==> src/rtl/dsub_pkg.sv <==
package dsub_pkg;

    localparam int ID_W   = 5;
    localparam int NIDS   = 1 << ID_W;
    localparam int ADDR_W = 32;
    localparam int LEN_W  = 24;
    localparam int FLAG_W = 3;
    localparam int DATA_W = 32;
    localparam int IRQ_N  = 2;

    localparam int IRQ_SOT = 0;
    localparam int IRQ_EOT = 1;

    localparam logic [11:0] OFS_IRQ_MASK = 12'h080;
    localparam logic [11:0] OFS_IRQ_PEND = 12'h084;
    localparam logic [11:0] OFS_IRQ_SRC  = 12'h088;
    localparam logic [11:0] OFS_CTRL     = 12'h400;
    localparam logic [11:0] OFS_NEXT_ID  = 12'h404;
    localparam logic [11:0] OFS_START    = 12'h408;
    localparam logic [11:0] OFS_FLAGS    = 12'h40C;
    localparam logic [11:0] OFS_DST      = 12'h410;
    localparam logic [11:0] OFS_SRC      = 12'h414;
    localparam logic [11:0] OFS_LEN      = 12'h418;
    localparam logic [11:0] OFS_DONE     = 12'h428;
    localparam logic [11:0] OFS_ACTIVE   = 12'h42C;
    localparam logic [11:0] OFS_STATUS   = 12'h430;

    typedef struct packed {
        logic [ID_W-1:0]   id;
        logic [FLAG_W-1:0] flags;
        logic [ADDR_W-1:0] src;
        logic [ADDR_W-1:0] dst;
        logic [LEN_W-1:0]  len;
    } xfer_req_t;

    localparam int REQ_W = $bits(xfer_req_t);

    typedef struct packed {
        logic pause;
        logic enable;
    } ctrl_t;

    function automatic logic [DATA_W-1:0] zext(input logic [DATA_W-1:0] v);
        return v;
    endfunction

endpackage

==> src/rtl/dsub_req_fifo.sv <==
module dsub_req_fifo #(
    parameter int DEPTH = 4,
    parameter int W     = 8
) (
    input  logic         clk,
    input  logic         rst,
    input  logic         flush,
    input  logic         push,
    input  logic [W-1:0] din,
    input  logic         pop,
    output logic [W-1:0] dout,
    output logic         empty,
    output logic         full
);
    localparam int PW = (DEPTH > 1) ? $clog2(DEPTH) : 1;
    localparam int CW = $clog2(DEPTH + 1);

    logic [W-1:0]  mem [DEPTH];
    logic [PW-1:0] wp, rp;
    logic [CW-1:0] cnt;
    logic          do_push, do_pop;

    function automatic logic [PW-1:0] bump(input logic [PW-1:0] p);
        return (p == PW'(DEPTH - 1)) ? '0 : p + 1'b1;
    endfunction

    assign do_push = push && !full;
    assign do_pop  = pop && !empty;
    assign empty   = (cnt == '0);
    assign full    = (cnt == CW'(DEPTH));
    assign dout    = mem[rp];

    always_ff @(posedge clk) begin
        if (do_push && !flush) mem[wp] <= din;
    end

    always_ff @(posedge clk) begin
        if (rst || flush) begin
            wp  <= '0;
            rp  <= '0;
            cnt <= '0;
        end else begin
            if (do_push) wp <= bump(wp);
            if (do_pop)  rp <= bump(rp);
            cnt <= cnt + CW'(do_push) - CW'(do_pop);
        end
    end


    fifo_no_overflow_chk: assert property (@(posedge clk) disable iff (rst)
        push |-> !full);

    fifo_no_underflow_chk: assert property (@(posedge clk) disable iff (rst)
        pop |-> !empty);

endmodule

==> src/rtl/dsub_id_track.sv <==
module dsub_id_track #(
    parameter int ID_W = 5
) (
    input  logic                  clk,
    input  logic                  rst,
    input  logic                  alloc,
    input  logic                  done_valid,
    input  logic [ID_W-1:0]       done_id,
    output logic [ID_W-1:0]       next_id,
    output logic [(1<<ID_W)-1:0]  done_map
);
    localparam int NIDS = 1 << ID_W;

    logic [NIDS-1:0] set_vec, clr_vec;

    for (genvar k = 0; k < NIDS; k++) begin : g_bit
        assign set_vec[k] = done_valid && (done_id == ID_W'(k));
        assign clr_vec[k] = alloc && (next_id == ID_W'(k));
    end

    always_ff @(posedge clk) begin
        if (rst) begin
            next_id  <= '0;
            done_map <= '0;
        end else begin
            if (alloc) next_id <= next_id + 1'b1;
            done_map <= (done_map | set_vec) & ~clr_vec;
        end
    end


    id_advance_chk: assert property (@(posedge clk) disable iff (rst)
        alloc |=> next_id == ID_W'($past(next_id) + 1'b1));

    done_set_chk: assert property (@(posedge clk) disable iff (rst)
        (done_valid && !(alloc && next_id == done_id)) |=> done_map[$past(done_id)]);

    done_clear_chk: assert property (@(posedge clk) disable iff (rst)
        alloc |=> !done_map[$past(next_id)]);

endmodule

==> src/rtl/dsub_irq.sv <==
module dsub_irq #(
    parameter int N = 2
) (
    input  logic         clk,
    input  logic         rst,
    input  logic         mask_we,
    input  logic [N-1:0] mask_wd,
    input  logic         clr_we,
    input  logic [N-1:0] clr_wd,
    input  logic [N-1:0] set,
    output logic [N-1:0] mask,
    output logic [N-1:0] pend,
    output logic         irq
);
    logic [N-1:0] clr_vec;

    assign clr_vec = clr_we ? clr_wd : '0;
    assign irq     = |(pend & ~mask);

    always_ff @(posedge clk) begin
        if (rst) begin
            mask <= '1;
            pend <= '0;
        end else begin
            if (mask_we) mask <= mask_wd;
            pend <= (pend & ~clr_vec) | set;
        end
    end


    pend_set_chk: assert property (@(posedge clk) disable iff (rst)
        (|set) |=> ((pend & $past(set)) == $past(set)));

    pend_hold_chk: assert property (@(posedge clk) disable iff (rst)
        (!clr_we && set == '0) |=> pend == $past(pend));

endmodule

==> src/rtl/dma_submit_regs.sv <==
module dma_submit_regs
    import dsub_pkg::*;
#(
    parameter int QDEPTH = 4,
    parameter int RA_W   = 12
) (
    input  logic              clk,
    input  logic              rst,
    input  logic              reg_en,
    input  logic              reg_we,
    input  logic [RA_W-1:0]   reg_addr,
    input  logic [31:0]       reg_wdata,
    output logic [31:0]       reg_rdata,
    output logic              reg_rvalid,
    output logic              xfer_valid,
    input  logic              xfer_ready,
    output logic [4:0]        xfer_id,
    output logic [2:0]        xfer_flags,
    output logic [31:0]       xfer_src,
    output logic [31:0]       xfer_dst,
    output logic [23:0]       xfer_len,
    input  logic              done_valid,
    input  logic [4:0]        done_id,
    output logic              irq
);
    ctrl_t             ctrl_q;
    logic [FLAG_W-1:0] flags_q;
    logic [ADDR_W-1:0] src_q, dst_q;
    logic [LEN_W-1:0]  len_q;
    logic              staged_q;
    xfer_req_t         staged_req;
    logic [ID_W-1:0]   active_id_q;

    logic              wr, rd, abort, start_ok, push, issue;
    logic              fifo_empty, fifo_full;
    logic [REQ_W-1:0]  fifo_dout;
    xfer_req_t         head;
    logic [ID_W-1:0]   next_id;
    logic [NIDS-1:0]   done_map;
    logic [IRQ_N-1:0]  irq_mask, irq_pend, irq_set;
    logic [31:0]       rd_val;

    assign wr       = reg_en && reg_we;
    assign rd       = reg_en && !reg_we;
    assign abort    = wr && (reg_addr == RA_W'(OFS_CTRL)) && !reg_wdata[0];
    assign start_ok = wr && (reg_addr == RA_W'(OFS_START)) && reg_wdata[0]
                      && ctrl_q.enable && !staged_q;
    assign push     = staged_q && !fifo_full && !abort;
    assign issue    = xfer_valid && xfer_ready;

    assign irq_set[IRQ_SOT] = push;
    assign irq_set[IRQ_EOT] = done_valid;

    dsub_req_fifo #(.DEPTH(QDEPTH), .W(REQ_W)) u_fifo (
        .clk(clk), .rst(rst), .flush(abort),
        .push(push), .din(staged_req),
        .pop(issue), .dout(fifo_dout),
        .empty(fifo_empty), .full(fifo_full)
    );

    dsub_id_track #(.ID_W(ID_W)) u_ids (
        .clk(clk), .rst(rst), .alloc(start_ok),
        .done_valid(done_valid), .done_id(done_id),
        .next_id(next_id), .done_map(done_map)
    );

    dsub_irq #(.N(IRQ_N)) u_irq (
        .clk(clk), .rst(rst),
        .mask_we(wr && reg_addr == RA_W'(OFS_IRQ_MASK)),
        .mask_wd(reg_wdata[IRQ_N-1:0]),
        .clr_we(wr && reg_addr == RA_W'(OFS_IRQ_PEND)),
        .clr_wd(reg_wdata[IRQ_N-1:0]),
        .set(irq_set),
        .mask(irq_mask), .pend(irq_pend), .irq(irq)
    );

    assign head       = xfer_req_t'(fifo_dout);
    assign xfer_valid = !fifo_empty && ctrl_q.enable && !ctrl_q.pause;
    assign xfer_id    = head.id;
    assign xfer_flags = head.flags;
    assign xfer_src   = head.src;
    assign xfer_dst   = head.dst;
    assign xfer_len   = head.len;

    always_ff @(posedge clk) begin
        if (rst) begin
            ctrl_q      <= '0;
            flags_q     <= '0;
            src_q       <= '0;
            dst_q       <= '0;
            len_q       <= '0;
            staged_q    <= 1'b0;
            staged_req  <= '0;
            active_id_q <= '0;
        end else begin
            if (wr) begin
                unique case (reg_addr)
                    RA_W'(OFS_CTRL):  ctrl_q  <= ctrl_t'(reg_wdata[1:0]);
                    RA_W'(OFS_FLAGS): flags_q <= reg_wdata[FLAG_W-1:0];
                    RA_W'(OFS_DST):   dst_q   <= reg_wdata[ADDR_W-1:0];
                    RA_W'(OFS_SRC):   src_q   <= reg_wdata[ADDR_W-1:0];
                    RA_W'(OFS_LEN):   len_q   <= reg_wdata[LEN_W-1:0];
                    default: ;
                endcase
            end
            if (abort) begin
                staged_q <= 1'b0;
            end else if (start_ok) begin
                staged_q   <= 1'b1;
                staged_req <= '{id: next_id, flags: flags_q, src: src_q,
                                dst: dst_q, len: len_q};
            end else if (push) begin
                staged_q <= 1'b0;
            end
            if (issue) active_id_q <= head.id;
        end
    end

    always_comb begin
        unique case (reg_addr)
            RA_W'(OFS_IRQ_MASK): rd_val = zext(32'(irq_mask));
            RA_W'(OFS_IRQ_PEND): rd_val = zext(32'(irq_pend));
            RA_W'(OFS_IRQ_SRC):  rd_val = zext(32'(irq_pend & ~irq_mask));
            RA_W'(OFS_CTRL):     rd_val = zext(32'(ctrl_q));
            RA_W'(OFS_NEXT_ID):  rd_val = zext(32'(next_id));
            RA_W'(OFS_START):    rd_val = zext(32'(staged_q));
            RA_W'(OFS_FLAGS):    rd_val = zext(32'(flags_q));
            RA_W'(OFS_DST):      rd_val = zext(32'(dst_q));
            RA_W'(OFS_SRC):      rd_val = zext(32'(src_q));
            RA_W'(OFS_LEN):      rd_val = zext(32'(len_q));
            RA_W'(OFS_DONE):     rd_val = zext(32'(done_map));
            RA_W'(OFS_ACTIVE):   rd_val = zext(32'(active_id_q));
            RA_W'(OFS_STATUS):   rd_val = zext(32'({staged_q, !fifo_empty}));
            default:             rd_val = '0;
        endcase
    end

    always_ff @(posedge clk) begin
        if (rst) begin
            reg_rvalid <= 1'b0;
            reg_rdata  <= '0;
        end else begin
            reg_rvalid <= rd;
            if (rd) reg_rdata <= rd_val;
        end
    end


    start_stage_chk: assert property (@(posedge clk) disable iff (rst)
        start_ok |=> staged_q);

    pause_gate_chk: assert property (@(posedge clk) disable iff (rst)
        (!ctrl_q.enable || ctrl_q.pause) |-> !xfer_valid);

    abort_flush_chk: assert property (@(posedge clk) disable iff (rst)
        abort |=> (!staged_q && fifo_empty));

    read_valid_chk: assert property (@(posedge clk) disable iff (rst)
        rd |=> reg_rvalid);

endmodule

==> config.mk <==
export PLATFORM = sky130hd
export DESIGN_NAME = dma_submit_regs
export DESIGN_NICKNAME = d
export VERILOG_FILES = /design/src/rtl/dsub_pkg.sv /design/src/rtl/dsub_req_fifo.sv /design/src/rtl/dsub_id_track.sv /design/src/rtl/dsub_irq.sv /design/src/rtl/dma_submit_regs.sv
export SDC_FILE = /design/constraint.sdc
export NUM_CORES = 1
export LEC_CHECK = 0
export ABC_AREA = 1
export BUFFER_PORTS_ARGS = -buffer_cell sky130_fd_sc_hd__buf_4
export CAP_MARGIN = 20
export CELL_PAD_IN_SITES_DETAIL_PLACEMENT = 1
export CELL_PAD_IN_SITES_GLOBAL_PLACEMENT = 2
export CORE_MARGIN = 2
export CORE_UTILIZATION = 42
export CTS_CLUSTER_SIZE = 12
export DETAILED_ROUTE_END_ITERATION = 10
export HOLD_SLACK_MARGIN = 0.05
export PLACE_DENSITY_LB_ADDON = 0.1
export SLEW_MARGIN = 20
export SYNTH_ARGS = -nofsm -noshare
export SYNTH_HDL_FRONTEND = slang
export SYNTH_HIERARCHICAL = 1
export SYNTH_SLANG_ARGS = --single-unit
==> constraint.sdc <==
create_clock -name clk -period 19.4 [get_ports clk]
set_input_delay 1.94 -clock clk [delete_from_list [all_inputs] [get_ports clk]]
set_output_delay 1.94 -clock clk [all_outputs]
set_load 0.03 [all_outputs]
Yosys cells after proc, flatten, opt, wreduce, memory -nomap -nowiden
Memory sizes are Yosys's and may differ from the RTL's. A register that Yosys moved wholly into a read port is not among the register bits.
Index checks and enable logic that the tools add are counted.
- $add $sub $neg: 5
- equal/unequal tests: 78
- bitwise logic cells: 11
- mux-type cells: 10
- reduce and logical (&&, ||, !) cells: 102
- operator list (operator ; number):
    case mux 32 bit (13 select lines) ; 1
    == test 5 bit (second input constant) ; 32
    == test 12 x 11 -> 1 bit (second input constant) ; 10
    logical AND 1 bit ; 82
    == test 5 x 4 -> 1 bit (second input constant) ; 16
    == test 5 x 3 -> 1 bit (second input constant) ; 8
    == test 12 x 8 -> 1 bit (second input constant) ; 3
    bitwise AND 2 x 32 -> 32 bit ; 1
    bitwise AND 32 bit ; 1
    inverter 2 -> 32 bit ; 1
    inverter 32 bit ; 1
    bitwise OR 32 bit ; 1
    == test 5 x 2 -> 1 bit (second input constant) ; 4
    AND reduction 2 bit ; 6
    == test 5 x 1 -> 1 bit (second input constant) ; 2
    logical NOT 5 bit ; 2
    two-way mux 2 bit ; 5
    logical NOT 1 bit ; 7
    adder 5 x 1 -> 5 bit (second input constant) ; 1
    adder 2 x 1 -> 2 bit (second input constant) ; 2
    bitwise AND 2 bit ; 2
    == test 2 bit (second input constant) ; 2
    two-way mux 1 bit ; 4
    inverter 2 bit ; 2
    9 further kinds ; 10
- output and inout port bits: 131
- word-level logic and storage cells: 229
- bits of input ports: 55
- memories: 1
- memory bits (writable): 384
- register bits: 276
- memories (memory ; depth ; width ; rd ports ; clocked after memory_dff ; wr ports ; RTL line ; source):
    u_fifo.mem ; 4 ; 96 ; 1 ; 1 ; 1 ; dsub_req_fifo.sv:18 ; logic [W-1:0] mem [DEPTH];

Logic depth before layout (Yosys ltp)
- depth after elaboration: 9
- gate-level depth with buffers: 17
- gate-level depth less buffers: 17

By module
Netlist, hierarchy kept.
- by module, submodules not included (module ; instances ; sequential area each (µm²) ; area each (µm²) ; cells an instance):
    dsub_req_fifo ; 1 ; 11711.2 ; 14775.4 ; 992
    dma_submit_regs ; 1 ; 4564.4 ; 9302.7 ; 1213
    dsub_id_track ; 1 ; 740.7 ; 1960.6 ; 318
    dsub_irq ; 1 ; 80.1 ; 158.9 ; 23

Worst setup path before layout
No wires, ideal clock.
- kind: input to register
- start point: input reg_en
- end point: memory u_fifo/mem[0][0] (netlist bit) (enable)
- path slack: 8758 ps
- stages on the path: 9
- required time: 18712 ps
- data arrival time: 9953 ps
- cell sequence: nand2_1 inv_1 nand3_1 nor2_1 inv_1 nand2_1 inv_1 nand2_1 nor3b_1
- cells in the longest elaborated chain, start to end: 9
- RTL lines (item ; RTL line ; source):
    from (decl) ; dma_submit_regs.sv:9 ; input logic reg_en,
    logical AND 1 bit ; dma_submit_regs.sv:43 ; assign wr = reg_en && reg_we;
    logical AND 1 bit (2 in a row) ; dma_submit_regs.sv:45 ; assign abort = wr && (reg_addr == RA_W'(OFS_CTRL)) && !reg_wdata[0];
    via abort ; dma_submit_regs.sv:34 ; logic wr, rd, abort, start_ok, push, issue;
    logical NOT 1 bit ; dma_submit_regs.sv:48 ; assign push = staged_q && !fifo_full && !abort;
    logical AND 1 bit ; dma_submit_regs.sv:48 ;
    via push ; dma_submit_regs.sv:34 ;
    logical AND 1 bit ; dsub_req_fifo.sv:27 ; assign do_push = push && !full;
    logical AND 1 bit ; dsub_req_fifo.sv:34 ; if (do_push && !flush) mem[wp] <= din;
    two-way mux 1 bit ; dsub_req_fifo.sv:34 ;
    two-way mux 1 bit (implied by the code) ; dsub_req_fifo.sv:34 ;
    to (decl) ; dsub_req_fifo.sv:18 ;
The timed path passes the listed nets, and every way through them passes these cells.

==> summary.txt <==
Max Buffers Root-to-Sink - 3
Buf/Inv on CP - 3
Rows - 91
GR Util All Layers - 25.4%
Peak VDD IR - 0.0564 mV
fin crit period - 5.47 ns
Max Freq - 183 MHz
hold endpoint - u_ids/done_map[18]$_SDFF_PP0_
TritonCTS sink count - 662
fin crit share - 28.2%
vias in the first global route - 19.3k
pre-CTS WS - 13.98 ns
max-cap check violation count - 0
RSZ-0062 raised after global routing - no
Slew @ Worst Pin - 1.07 ns
grt total ovfl - 0
die height - 254 um
CTS Hold Bufs - 0
Initial Utilization - 42.5%
setup repair bufs after CTS - 0
Detailed Routing Iterations Pass 1 - 5
post-CTS resize count - 0
Worst Setup Slack, final - 13.93 ns
Simple-Gate Fraction of Synth Area - 11.6%
chip width - 254 um
Worst R2R Path Depth - 9
CP max stage cell - buf_4
R2R Setup Slk - 16.11 ns
Compound-Gate Fraction of Synth Area - 15.5%
Vias - 19.3k
CP Capture Type - primary output
Synth warnings - 6
final hold vios - 0
first-pass GRT wire length - 122000 um
post-route core utilization - 49.0%
Reg clk slew, reported paths - 0.06 ns
Adder-Cell Fraction of Synth Area - 0.697%
reg2reg end - u_ids/done_map[18]$_SDFF_PP0_
fill cell total of the finished layout - 6757
multi-input logic area - 7330 um2
syn nets - 2615
initial antenna violation count - 1
post-synthesis cell count - 2546
CP most frequent cell - buf_4
layout cells sized above 1 - 13.7%
sequential area share after synthesis - 65.3%
DR iter-0 viols - 1333
Buffers on Ports - 185
Reg area - 17100 um2
WL final - 81900 um
H-tree depth - 3
Crit path largest cell delay - 0.75 ns
CORE AREA - 61700 um2
hold path start - u_ids/done_map[18]$_SDFF_PP0_
CP required - 17.46 ns
Antenna Nets Post-Route - 0
main combinational cell family by area after synthesis - compound AO/OA/AOI/OAI gates
total negative setup slack - 0 ns
Worst EP arrival - 3.53 ns
WL per Instance - 22.9 um
pwr/cell area - 94.6 nW/um2
Diodes inserted - 0
Synth Area in XOR/XNOR - 0.0334%
crit start category - flip-flop
largest net degree at the start of global routing - 125
synthesis-stage register bit count - 662
CTS tree - yes
Clock Tree Root - clkbuf_16
critical path type - reg2out
Inserted Clock Buffers - 73
leak pwr - 11.5 nW
post-synthesis cell area - 26200 um2
vias per inst - 5.38
Die ar. - 64400 um2
Final setup viols - 0
R2R Path Start - ctrl_q[0]$_SDFFE_PP0N_
Layout Skew - 0.0155 ns
Max FO, Critical Path - 68
commonest non-fill, non-tap cell in the layout - edfxtp_1
RD Place Congestion - 0.863
Area Growth Syn to Fin - 15.3%
cells along the critical path - inv_2 > buf_4 > o21ai_0 > o22ai_1 > buf_4
post-synth cell types - 38
status - finished clean
syn_area_per_cell - 10.3 um2
clk_lat worst skew - 0.61 ns
Hold WC Path Type - reg2reg
most frequent cells in the layout - edfxtp_1 (384), nor2_1 (368), o21ai_0 (285), dfxtp_1 (276), buf_4 (214)
number of remaining DRC errors - 0
max-slew violations - 0
slew margin rel. - 28.9%
mux cell area share after synthesis - 0%
hold path depth - 2
IO Pins - 186
fin nets - 2750
DP HPWL - 54300 um
critical path's top delay family - buffers and inverters
==> flip-flops by register name, indices dropped and copies added, names as in the netlist, 3 cells and up, named ones only <==
name	cells
u_fifo/mem	384
staged_req	96
dst_q	32
reg_rdata	32
src_q	32
u_ids/done_map	32
len_q	24
active_id_q	5
u_ids/next_id	5
flags_q	3
u_fifo/cnt	3
==> synthesized netlist by cell type (all sizes together) <==
master,count,area (um2)
o21ai,452,2260
nor2,385,1520
edfxtp,384,11500
dfxtp,278,5570
inv,221,835
a21oi,211,1100
nand2,204,796
nand3,111,561
o22ai,97,607
buf,89,703
clkbuf,65,255
ha,13,163
nor3,7,35.0
o211ai,7,87.6
nand3b,6,45.0
nand4,4,25.0
nor3b,4,30.0
nor4,2,18.8
and3,1,6.26
clkinv,1,5.00
fa,1,20.0
o221ai,1,15.0
or2,1,6.26
xnor2,1,8.76
==> worst max path at each step <==
stage,start,endpoint,slack (ns),depth (start not counted)
finish,flip-flop,xfer_id[3],13.93,5
global route,flip-flop,xfer_id[3],13.74,5
CTS,flip-flop,xfer_id[3],13.84,5
detailed placement,reg_addr[1],u_ids/done_map[18]$_SDFF_PP0_,13.98,11
global placement,reg_addr[1],u_ids/done_map[18]$_SDFF_PP0_,14.10,11
floorplan,reg_en,u_fifo/mem[0][0]$_DFFE_PP_,8.76,9
==> cell families after synthesis <==
group,Yosys count
xor+xnor,1
flops,662
simple gates,725
compound gates,768
fa+ha+maj,14
buf+inv,376
==> worst reg2reg max path: stages (launching register included) <==
cell	delay, ns
dfxtp_1	0.34
inv_1	0.11
nor4_2	0.32
and3_4	0.47
buf_4	0.89
nand2_1	0.60
inv_1	0.24
nand3_1	0.10
nand2_1	0.08
a21oi_1	0.04
==> where the power goes <==
group          switching (mW)  internal, mW
Combinational          0.0378        0.0148
Sequential           0.000791          1.47
Clock                   0.557         0.779
==> metrics by stage <==
stage,area (um2),hold WS [ns],power [mW],instances
2_1_floorplan,26200,0.421,1.53,2546
3_3_place_gp,27900,0.440,1.55,3443
3_5_place_dp,27900,0.443,1.55,3443
4_1_cts,30200,0.452,2.88,3576
5_1_grt,30200,0.481,2.94,3576
6_report,30200,0.453,2.86,3576
==> metal layers <==
metal | share of wire, % | wire (um) | up-vias | global-route usage (%)
met5 | 0 | 0 | - | 0
met2 | 49 | 39900 | 418 | 42.2
met4 | 2.3 | 1890 | 0 | 7.43
met1 | 44 | 36400 | 9668 | 34.6
met3 | 4.5 | 3720 | 106 | 3.55
li1 | - | - | 9062 | -
==> cell type report <==
class	count	share of cell area [%]
timing repair buffer	214	5.32
multi-input combinational	1508	24.3
clock inverter	27	0.737
tap	837	3.47
sequential	662	56.6
clock buffer	106	6.83
inverter	222	2.80
Power figures use the tool's default switching activity.
